--- config.mk ---
export PLATFORM = sky130hd
export DESIGN_NAME = sd_serial_mac
export DESIGN_NICKNAME = d
export VERILOG_FILES = /design/src/rtl/sdmac_pkg.sv /design/src/rtl/sdmac_add.sv /design/src/rtl/sdmac_ppgen.sv /design/src/rtl/sdmac_tree.sv /design/src/rtl/sdmac_acc.sv /design/src/rtl/sd_serial_mac.sv
export SDC_FILE = /design/constraint.sdc
export NUM_CORES = 1
export LEC_CHECK = 0
export ABC_AREA = 1
export ABC_CLOCK_PERIOD_IN_PS = 10850
export BUFFER_PORTS_ARGS = -buffer_cell sky130_fd_sc_hd__buf_4
export CAP_MARGIN = 15
export CORE_UTILIZATION = 55
export DETAILED_ROUTE_END_ITERATION = 10
export GPL_TIMING_DRIVEN = 0
export PLACE_DENSITY = 0.87
export SLEW_MARGIN = 0
export SYNTH_ARGS = -nofsm -noshare
export SYNTH_HDL_FRONTEND = slang
export SYNTH_SLANG_ARGS = --single-unit
--- constraint.sdc ---
create_clock -name clk -period 10.85 [get_ports clk]
set_input_delay 2.17 -clock clk [delete_from_list [all_inputs] [get_ports clk]]
set_output_delay 2.17 -clock clk [all_outputs]
set_load 0.01 [all_outputs]
--- src/rtl/sdmac_pkg.sv ---
// Package sdmac_pkg
// Holds the default geometry of the signed-digit MAC element, the code
// values of a digit (positive bit, negative bit) and the rule that sizes
// the accumulator so that a full loop cannot overflow.
package sdmac_pkg;

    localparam int DEF_LANES  = 16;
    localparam int DEF_WBITS  = 16;
    localparam int DEF_DIGITS = 16;

    // Digit codes as {positive bit, negative bit}.
    localparam logic [1:0] DIG_PLUS  = 2'b11;
    localparam logic [1:0] DIG_MINUS = 2'b00;

    // Width in digits that holds lanes * weight * full-length activation.
    function automatic int acc_width(input int lanes, input int wbits, input int digits);
        return wbits + digits + $clog2(lanes);
    endfunction

endpackage

--- src/rtl/sdmac_add.sv ---
// Module sdmac_add
// Carry-free adder for two signed-digit vectors held as plus/minus bit
// planes (value = plus - minus, modulo 2^W). The adder has two rows of
// full adders, and every digit position sees a fixed logic depth whatever
// the width. Assumes the caller sized W so that the true sum fits.
module sdmac_add #(
    parameter int W = 36
) (
    input  logic [W-1:0] x_pl,
    input  logic [W-1:0] x_mi,
    input  logic [W-1:0] y_pl,
    input  logic [W-1:0] y_mi,
    output logic [W-1:0] z_pl,
    output logic [W-1:0] z_mi
);

    logic [W-1:0] s1;
    logic [W-2:0] c1;
    logic [W-1:0] t_pl;
    logic [W-1:0] s2;
    logic [W-2:0] c2;

    // Row 1: x_pl + y_pl - x_mi = 2*c1 - ~s1, using a full adder on (xp, yp, ~xm).
    always_comb begin
        s1   = x_pl ^ y_pl ^ ~x_mi;
        c1   = (x_pl[W-2:0] & y_pl[W-2:0]) | (x_pl[W-2:0] & ~x_mi[W-2:0])
             | (y_pl[W-2:0] & ~x_mi[W-2:0]);
        t_pl = {c1, 1'b0};
    end

    // Row 2: t_pl - ~s1 - y_mi = s2 - 2*~c2, using a full adder on (t_pl, s1, ~ym).
    always_comb begin
        s2   = t_pl ^ s1 ^ ~y_mi;
        c2   = (t_pl[W-2:0] & s1[W-2:0]) | (t_pl[W-2:0] & ~y_mi[W-2:0])
             | (s1[W-2:0] & ~y_mi[W-2:0]);
        z_pl = s2;
        z_mi = {~c2, 1'b0};
    end

endmodule

--- src/rtl/sdmac_ppgen.sv ---
// Module sdmac_ppgen
// Forms one signed-digit partial product per lane. The weight is
// sign-extended to the accumulator width and routed into the plus plane
// (digit +1), the minus plane (digit -1) or neither (digit 0). No negation
// or increment is needed. Assumes ACCW >= WBITS.
module sdmac_ppgen
    import sdmac_pkg::*;
#(
    parameter int LANES = 16,
    parameter int WBITS = 16,
    parameter int ACCW  = 36
) (
    input  logic [LANES-1:0]       act_pos,
    input  logic [LANES-1:0]       act_neg,
    input  logic [LANES*WBITS-1:0] wgt,
    output logic [LANES*ACCW-1:0]  pp_pl,
    output logic [LANES*ACCW-1:0]  pp_mi
);

    localparam int EXT = ACCW - WBITS;

    for (genvar g = 0; g < LANES; g++) begin : g_lane
        logic [WBITS-1:0] w_raw;
        logic [ACCW-1:0]  w_ext;
        logic [1:0]       code;

        // Sign-extend this lane's weight and select the plane from its digit.
        always_comb begin
            w_raw = wgt[g*WBITS +: WBITS];
            w_ext = {{EXT{w_raw[WBITS-1]}}, w_raw};
            code  = {act_pos[g], act_neg[g]};
            pp_pl[g*ACCW +: ACCW] = (code == DIG_PLUS)  ? w_ext : '0;
            pp_mi[g*ACCW +: ACCW] = (code == DIG_MINUS) ? w_ext : '0;
        end
    end

endmodule

--- src/rtl/sdmac_tree.sv ---
// Module sdmac_tree
// Reduces LANES signed-digit partial products to one partial sum with a
// heap-ordered tree of carry-free adders. Node 0 is the root, node i has
// children 2i+1 and 2i+2, and the leaves are nodes LANES-1 and up. Works
// for any LANES >= 2; the depth is ceil(log2(LANES)) adder levels.
module sdmac_tree #(
    parameter int LANES = 16,
    parameter int ACCW  = 36
) (
    input  logic [LANES*ACCW-1:0] pp_pl,
    input  logic [LANES*ACCW-1:0] pp_mi,
    output logic [ACCW-1:0]       ps_pl,
    output logic [ACCW-1:0]       ps_mi
);

    localparam int NODES = 2 * LANES - 1;

    logic [ACCW-1:0] nd_pl [NODES];
    logic [ACCW-1:0] nd_mi [NODES];

    for (genvar g = 0; g < LANES; g++) begin : g_leaf
        // Place partial product g at its leaf node.
        assign nd_pl[LANES-1+g] = pp_pl[g*ACCW +: ACCW];
        assign nd_mi[LANES-1+g] = pp_mi[g*ACCW +: ACCW];
    end

    for (genvar g = 0; g < LANES - 1; g++) begin : g_node
        sdmac_add #(.W(ACCW)) u_add (
            .x_pl (nd_pl[2*g+1]),
            .x_mi (nd_mi[2*g+1]),
            .y_pl (nd_pl[2*g+2]),
            .y_mi (nd_mi[2*g+2]),
            .z_pl (nd_pl[g]),
            .z_mi (nd_mi[g])
        );
    end

    // The root carries the compressed partial sum.
    assign ps_pl = nd_pl[0];
    assign ps_mi = nd_mi[0];

endmodule

--- src/rtl/sdmac_acc.sv ---
// Module sdmac_acc
// Serial accumulator and loop control. On each valid digit it doubles the
// residual and adds the partial sum. The residual is taken as zero on the
// first digit of a loop (count zero, or start). The result register is
// loaded and done pulsed on the DIGITS-th digit. Values are plus/minus
// planes. Synchronous active-low reset.
module sdmac_acc #(
    parameter int DIGITS = 16,
    parameter int ACCW   = 36
) (
    input  logic            clk,
    input  logic            rst_n,
    input  logic            start,
    input  logic            dig_valid,
    input  logic [ACCW-1:0] ps_pl,
    input  logic [ACCW-1:0] ps_mi,
    output logic            done,
    output logic [ACCW-1:0] res_pl,
    output logic [ACCW-1:0] res_mi
);

    localparam int CW = (DIGITS > 1) ? $clog2(DIGITS) : 1;

    logic [ACCW-1:0] rs_pl, rs_mi;
    logic [ACCW-1:0] base_pl, base_mi;
    logic [ACCW-1:0] sum_pl, sum_mi;
    logic [CW-1:0]   cnt;
    logic            first_dig;
    logic            last_dig;

    // Pick a zero or the doubled residual as the addend for this digit.
    always_comb begin
        first_dig = start | (cnt == '0);
        last_dig  = (cnt == CW'(DIGITS - 1)) & ~start;
        base_pl   = first_dig ? '0 : {rs_pl[ACCW-2:0], 1'b0};
        base_mi   = first_dig ? '0 : {rs_mi[ACCW-2:0], 1'b0};
    end

    sdmac_add #(.W(ACCW)) u_acc_add (
        .x_pl (base_pl),
        .x_mi (base_mi),
        .y_pl (ps_pl),
        .y_mi (ps_mi),
        .z_pl (sum_pl),
        .z_mi (sum_mi)
    );

    // Advance the residual, digit count and result on valid digits or start.
    always_ff @(posedge clk) begin
        if (!rst_n) begin
            rs_pl  <= '0;
            rs_mi  <= '0;
            cnt    <= '0;
            done   <= 1'b0;
            res_pl <= '0;
            res_mi <= '0;
        end else begin
            done <= 1'b0;
            if (dig_valid) begin
                rs_pl <= sum_pl;
                rs_mi <= sum_mi;
                if (start) begin
                    cnt <= CW'(1 % DIGITS);
                end else if (last_dig) begin
                    cnt    <= '0;
                    done   <= 1'b1;
                    res_pl <= sum_pl;
                    res_mi <= sum_mi;
                end else begin
                    cnt <= cnt + CW'(1);
                end
            end else if (start) begin
                rs_pl <= '0;
                rs_mi <= '0;
                cnt   <= '0;
            end
        end
    end

    // Binary views used only by the checks below.
    logic [ACCW-1:0] rs_val, ps_val;
    assign rs_val = rs_pl - rs_mi;
    assign ps_val = ps_pl - ps_mi;

    // a continuing digit doubles the residual and adds the partial sum.
    p_accum_value_r4: assert property (@(posedge clk) disable iff (!rst_n)
        (dig_valid && !start && cnt != '0) |=> rs_val == (($past(rs_val) << 1) + $past(ps_val)));

    // the first digit of a loop starts from a zero residual.
    p_first_digit_r3: assert property (@(posedge clk) disable iff (!rst_n)
        (dig_valid && (start || cnt == '0)) |=> rs_val == $past(ps_val));

    // start without a digit clears the residual.
    p_start_clears_r8: assert property (@(posedge clk) disable iff (!rst_n)
        (start && !dig_valid) |=> rs_val == '0);

endmodule

--- src/rtl/sd_serial_mac.sv ---
// Module sd_serial_mac
// Top of the signed-digit serial MAC element: partial product generator,
// compression tree and serial accumulator. The result leaves with the
// negative plane in the port encoding (bit 1 means 0, bit 0 means -1),
// i.e. the inverted minus plane. Assumes weights are stable while their
// digits are presented.
module sd_serial_mac
    import sdmac_pkg::*;
#(
    parameter int LANES  = DEF_LANES,
    parameter int WBITS  = DEF_WBITS,
    parameter int DIGITS = DEF_DIGITS,
    localparam int ACCW  = acc_width(LANES, WBITS, DIGITS)
) (
    input  logic                   clk,
    input  logic                   rst_n,
    input  logic                   start,
    input  logic                   dig_valid,
    input  logic [LANES-1:0]       act_pos,
    input  logic [LANES-1:0]       act_neg,
    input  logic [LANES*WBITS-1:0] wgt,
    output logic                   done,
    output logic [ACCW-1:0]        res_pos,
    output logic [ACCW-1:0]        res_neg
);

    logic [LANES*ACCW-1:0] pp_pl, pp_mi;
    logic [ACCW-1:0]       ps_pl, ps_mi;
    logic [ACCW-1:0]       r_pl, r_mi;

    sdmac_ppgen #(.LANES(LANES), .WBITS(WBITS), .ACCW(ACCW)) u_ppgen (
        .act_pos (act_pos),
        .act_neg (act_neg),
        .wgt     (wgt),
        .pp_pl   (pp_pl),
        .pp_mi   (pp_mi)
    );

    sdmac_tree #(.LANES(LANES), .ACCW(ACCW)) u_tree (
        .pp_pl (pp_pl),
        .pp_mi (pp_mi),
        .ps_pl (ps_pl),
        .ps_mi (ps_mi)
    );

    sdmac_acc #(.DIGITS(DIGITS), .ACCW(ACCW)) u_acc (
        .clk       (clk),
        .rst_n     (rst_n),
        .start     (start),
        .dig_valid (dig_valid),
        .ps_pl     (ps_pl),
        .ps_mi     (ps_mi),
        .done      (done),
        .res_pl    (r_pl),
        .res_mi    (r_mi)
    );

    // Map the internal minus plane onto the port's negative-bit encoding.
    assign res_pos = r_pl;
    assign res_neg = ~r_mi;

    // done only follows a clocked-in digit.
    p_done_needs_digit_r5: assert property (@(posedge clk) disable iff (!rst_n)
        done |-> $past(dig_valid));

    // done is a single-cycle pulse.
    p_done_single_r5: assert property (@(posedge clk) disable iff (!rst_n)
        done |=> !done);

    // the result holds between done pulses.
    p_hold_result_r6: assert property (@(posedge clk) disable iff (!rst_n)
        (!done && $past(rst_n)) |-> ($stable(res_pos) && $stable(res_neg)));

endmodule

* Word level (Yosys, flattened, before mapping) *
Index checks and enable logic that the tools add are counted.

storage, ports and cells
  flip-flop bits (word level) = 145
  word-level logic and storage cells = 397
  input bits = 292
  output and inout port bits = 73

cells by class
  bitwise logic cells = 310
  equality and inequality tests = 17
  reduce and logical (&&, ||, !) cells = 20
  add/subtract/negate cells = 1
  mux-type cells = 43

operator list
  kind                 count
  $and 35x35->35       96
  $xor 36x36->36       64
  $or 35x35->35        64
  $not 35->35          48
  $mux 36              34
  $not 36->36          33
  $mux 35              4
  $eq 2x2->1 const B   16
  $logic_not 2->1      16
  $mux 4               4
  $add 4x1->4 const B  1
  $eq 4x4->1 const B   1
  $logic_not 4->1      1
  $not 1->1            3
  $reduce_and 3->1     1
  $reduce_or 3->1      1
  $reduce_bool 2->1    1
  $and 1x1->1          1
  $mux 1               1
  $or 1x1->1           1

* Depth between registers and ports, before layout *
  depth after elaboration = 40
  depth in mapped cells = 27
  gate-level depth less buffers = 27

* By module *
A second synthesis with hierarchy kept.

second synthesis, totals
  cell total of the unflattened synthesis = 7,028
  area total of the unflattened synthesis = 50,601.0 um^2

modules (own cells, without submodules)
  module         instances  seq. area each (um^2)  cells each  area an instance (um^2)
  sdmac_add      16         0.0                    293         2,247.2
  sdmac_ppgen    1          0.0                    1,504       8,802.2
  sdmac_acc      1          2,942.8                800         5,709.2
  sd_serial_mac  1          0.0                    36          135.1

* Worst setup path before layout *
Ideal clock, no wire load.

  path kind = input to register
  start = in act_pos[8]
  end = reg u_acc.rs_pl[34]
  buffers on the path = 1
  data required time = 10.780 ns
  cell stages on the path = 18
  setup time = 0.070 ns
  path slack = 1.792 ns
  data arrival time = 8.988 ns
  path through = nor2_1 -> clkbuf_1 -> nand2_1 -> fa_1 -> fa_1 -> fa_1 -> fa_1 -> fa_1 -> fa_1 -> inv_1 -> fa_1 -> fa_1 -> inv_1 -> fa_1 -> inv_1 -> fa_1 -> or2_2 -> a21oi_1

on the way
  cells in the longest elaborated chain, start to end = 35
  elaborated cells on any way between the ends = 81
  classes of those cells = 1 x eq/ne; 3 x mux; 76 x bitwise; 1 x reduce/logical

RTL lines
  what                          line                              source
  start, declared               sd_serial_mac.sv:19               input logic [LANES-1:0] act_pos,
  $logic_not 2->1               sdmac_ppgen.sv:33                 pp_mi[g*ACCW +: ACCW] = (code == DIG_MINUS) ? w_ext : '0;
  $mux 36                       sdmac_ppgen.sv:33
  $not 35->35                   sdmac_add.sv:26, sdmac_add.sv:27
  $and 35x35->35                sdmac_add.sv:26                   c1 = (x_pl[W-2:0] & y_pl[W-2:0]) | (x_pl[W-2:0] & ~x_mi[W-2:0])
  $or 35x35->35                 sdmac_add.sv:26
  $or 35x35->35                 sdmac_add.sv:27                   | (y_pl[W-2:0] & ~x_mi[W-2:0]);
  $and 35x35->35                sdmac_add.sv:34                   c2 = (t_pl[W-2:0] & s1[W-2:0]) | (t_pl[W-2:0] & ~y_mi[W-2:0])
  $or 35x35->35                 sdmac_add.sv:34
  (+18 left out)                -
  $or 35x35->35                 sdmac_add.sv:27
  $xor 36x36->36 (2 in series)  sdmac_add.sv:33                   s2 = t_pl ^ s1 ^ ~y_mi;
  $and 35x35->35                sdmac_add.sv:26
  $or 35x35->35                 sdmac_add.sv:26
  $or 35x35->35                 sdmac_add.sv:27
  $xor 36x36->36                sdmac_add.sv:33
  $xor 36x36->36 (*)            sdmac_add.sv:33
  $mux 35 (*)                   sdmac_acc.sv:59                   if (dig_valid) begin
  end signal, assigned          sdmac_acc.sv:60                   rs_pl <= sum_pl;
  end, declared                 sdmac_acc.sv:24                   logic [ACCW-1:0] rs_pl, rs_mi;

Every way passes the cells marked *; elsewhere a longest branch is shown, timed or not.
A chain may end at the register's enable or synchronous reset.

* Worst setup path in the final report *
  start = in act_pos[4]
  end = reg u_acc.rs_pl[34]

on the way
  cells in the longest elaborated chain, start to end = 35
  elaborated cells on any way between the ends = 81
  classes of those cells = 1 x eq/ne; 3 x mux; 76 x bitwise; 1 x reduce/logical

RTL lines
  what                          line
  $logic_not 2->1               sdmac_ppgen.sv:33
  $mux 36                       sdmac_ppgen.sv:33
  $not 35->35                   sdmac_add.sv:26, sdmac_add.sv:27
  $and 35x35->35                sdmac_add.sv:26
  $or 35x35->35                 sdmac_add.sv:26
  $or 35x35->35                 sdmac_add.sv:27
  $and 35x35->35                sdmac_add.sv:34
  $or 35x35->35                 sdmac_add.sv:34
  (+18 left out)                -
  $or 35x35->35                 sdmac_add.sv:27
  $xor 36x36->36 (2 in series)  sdmac_add.sv:33
  $and 35x35->35                sdmac_add.sv:26
  $or 35x35->35                 sdmac_add.sv:26
  $or 35x35->35                 sdmac_add.sv:27
  $xor 36x36->36                sdmac_add.sv:33
  $xor 36x36->36 (*)            sdmac_add.sv:33
  $mux 35 (*)                   sdmac_acc.sv:59

Marked as above.

==> flow_summary.ini <==
[die]
die_area_sq_mm = 0.0432
rows = 75
start_util = 0.557
io_pins = 365
die_y_um = 208
core_sq_mm = 0.0419
die_w_um = 208

[timing]
finalSetupViolations = 0
rsz0062_at_grt = false
fmax_mhz = 102
fin_worst_skew_ns = 0.00727
worst_slew_pin_slew_ns = 0.841
hold_violations = 0
slew_headroom = 0.439
period_needed_ns = 9.80
setup_tns_ns = 0
min_period_over_period = 0.903
final-max-slew-violation-count = 0

[cells_and_area]
final_cells = 3802
fin_nets = 4140
drive_above_1_share = 0.143
utilization = 0.653
antenna_cells = 0
synthToLayoutAreaGrowth_pct = 17.2

[place]
io_buffers = 361
post-dp-hpwl_mm = 55.0
gp_congestion = 0.954
place_inst = 3770

[status]
status = finished clean

[yosys]
yosysSeqAreaShare = 0.123
synth_nets = 3760
synth_commonest_cells = inv_1, fa_1, nand2_1, nor2_1, dfxtp_1
yosysTopAreaCell = fa_1
synth.avg_cell_area_sq_um = 8.12
syn_area_sq_mm = 0.0233
yosysUniqueCellTypes = 32
syn_inst = 2870
ys.warnings.count = 0
synth_edf_count = 0
yosys_register_bits = 143
synthArstFlopShare = 0
synth_area_leaders = fa_1, inv_1, dfxtp_1
synth.most_common_cell = inv_1
synth_top_flop_cell = dfxtp_1
synth_top_area_share = 0.495

[worst_setup_path]
worstRegToRegCells = 10
cp-start-kind = input pin
cp_max_fo = 14
crit_path_start = act_pos[4]
required_ns = 11.20
timing.rr.end = u_acc.rs_pl[16]
r2r-start = u_acc.cnt[0]
endpoint_kind = flip-flop
critical_path_class = input pin to flip-flop
r2r_slack_ns = 7.63
arrival_ns = 10.15
critPathCapture = u_acc.rs_pl[34]

[flow_run]
drv_cap = 0

[route]
drt_iter0_drc = 1164
detail-route-antenna-nets = 0
wl_mm = 62.6
via_per_inst = 4.93
first_pass_iters = 8
vias = 18740
drc_errors = 0
wl_per_cell_um = 16.5

[clocking]
hold_buffers = 0
root_buffer = clkbuf_16
cts_buffers = 17
clockBufferDepth = 2
clk_latency_ns = 0.42
cts_resized = 0
cts_setup_buffers = 0
htreeDepth = 4
clock-sinks = 143
clk_pin_slew_ns = 0.06
cts_tree = built

[global_route]
grt_antenna_before_repair = 0
grt.overflow.total = 0
track_usage = 0.312
grt_max_degree = 17
grt_pass1_wl_mm = 103
grt_pass1_vias = 20402

[min_path]
holdCritPathClass = flip-flop to flip-flop
==> layer usage <==
layer  wire [um]  vias up  track usage
met4        2340        0        0.108
met5           0        -            0
met1       24300     9239        0.402
li1            -     8582            -
met2       31000      789        0.531
met3        4930      130       0.0557
==> cell families after synthesis <==
kind of cell	after synthesis	synth area share
adder cells (fa/ha/maj)	598	0.506
flip-flops	143	0.123
XOR/XNOR	9	0.00338
AO/OA/AOI/OAI	165	0.0442
AND/OR/NAND/NOR	865	0.144
other	1	0.000161
buffers and inverters	1089	0.179
==> final cells by class <==
type / instances / area (sq um)
clock inverters: 9 / 130
well taps: 539 / 674
plain buffers: 85 / 398
flip-flops and latches: 143 / 2860
repair buffers: 361 / 2710
inverters: 1004 / 3770
fillers: 3377 / 14500
multi-input cells: 1638 / 16300
clock buffers: 23 / 498
==> sequential cells by signal, summed over array words and instances, names as in the netlist <==
signal        flops
u_acc.rs_pl      34
u_acc.rs_mi      34
u_acc.res_pl     36
u_acc.done        1
u_acc.cnt         4
u_acc.res_mi     34
==> worst min-delay path by stage <==
stage | from | end | slack [ns] | cells after the start
5_1_grt | u_acc.res_mi[34] | u_acc.res_mi[34] | 0.47 | 2
6_report | u_acc.res_mi[31] | u_acc.res_mi[31] | 0.46 | 2
4_1_cts | u_acc.res_mi[6] | u_acc.res_mi[6] | 0.46 | 2
3_3_place_gp | u_acc.res_mi[35] | u_acc.res_mi[35] | 0.44 | 2
2_1_floorplan | u_acc.rs_mi[24] | u_acc.rs_mi[24] | 0.44 | 2
3_5_place_dp | u_acc.res_mi[6] | u_acc.res_mi[6] | 0.45 | 2
==> through the flow <==
stage,area (sq um),setup WS (ns),hold WS (ns)
CTS,27300,1.09,0.460
floorplan,23300,1.79,0.440
global placement,26700,0.773,0.443
finish,27300,1.05,0.457
global route,27300,0.707,0.472
detailed placement,26700,0.651,0.448
==> worst max-delay path: stages <==
cell and delay (ns):
buf_4 0.11, nor2_1 0.59, clkbuf_1 0.50, nand2_1 0.15, fa_1 0.57, fa_1 0.58
fa_1 0.47, fa_1 0.61, inv_1 0.08, fa_1 0.51, fa_1 0.59, fa_1 0.48
fa_1 1.09, inv_1 0.17, fa_1 0.52, inv_1 0.05, fa_1 0.49, or2_2 0.31
a21oi_1 0.11
==> layout by cell type, fill, tap and decap left out, types with 21 or more instances in the layout <==
cell type,synthesis,final
buf_2,21,21
clkbuf_1,48,49
inv_1,1001,1001
nor2_1,394,394
dfxtp_1,143,143
buf_4,3,364
fa_1,576,576
ha_1,22,22
a21oi_1,106,106
nand2_1,432,432
a211oi_1,21,21
Power is left out: the tool's default activity adds up to more than one toggle a clock period on the data nets, which glitch-free logic cannot reach.
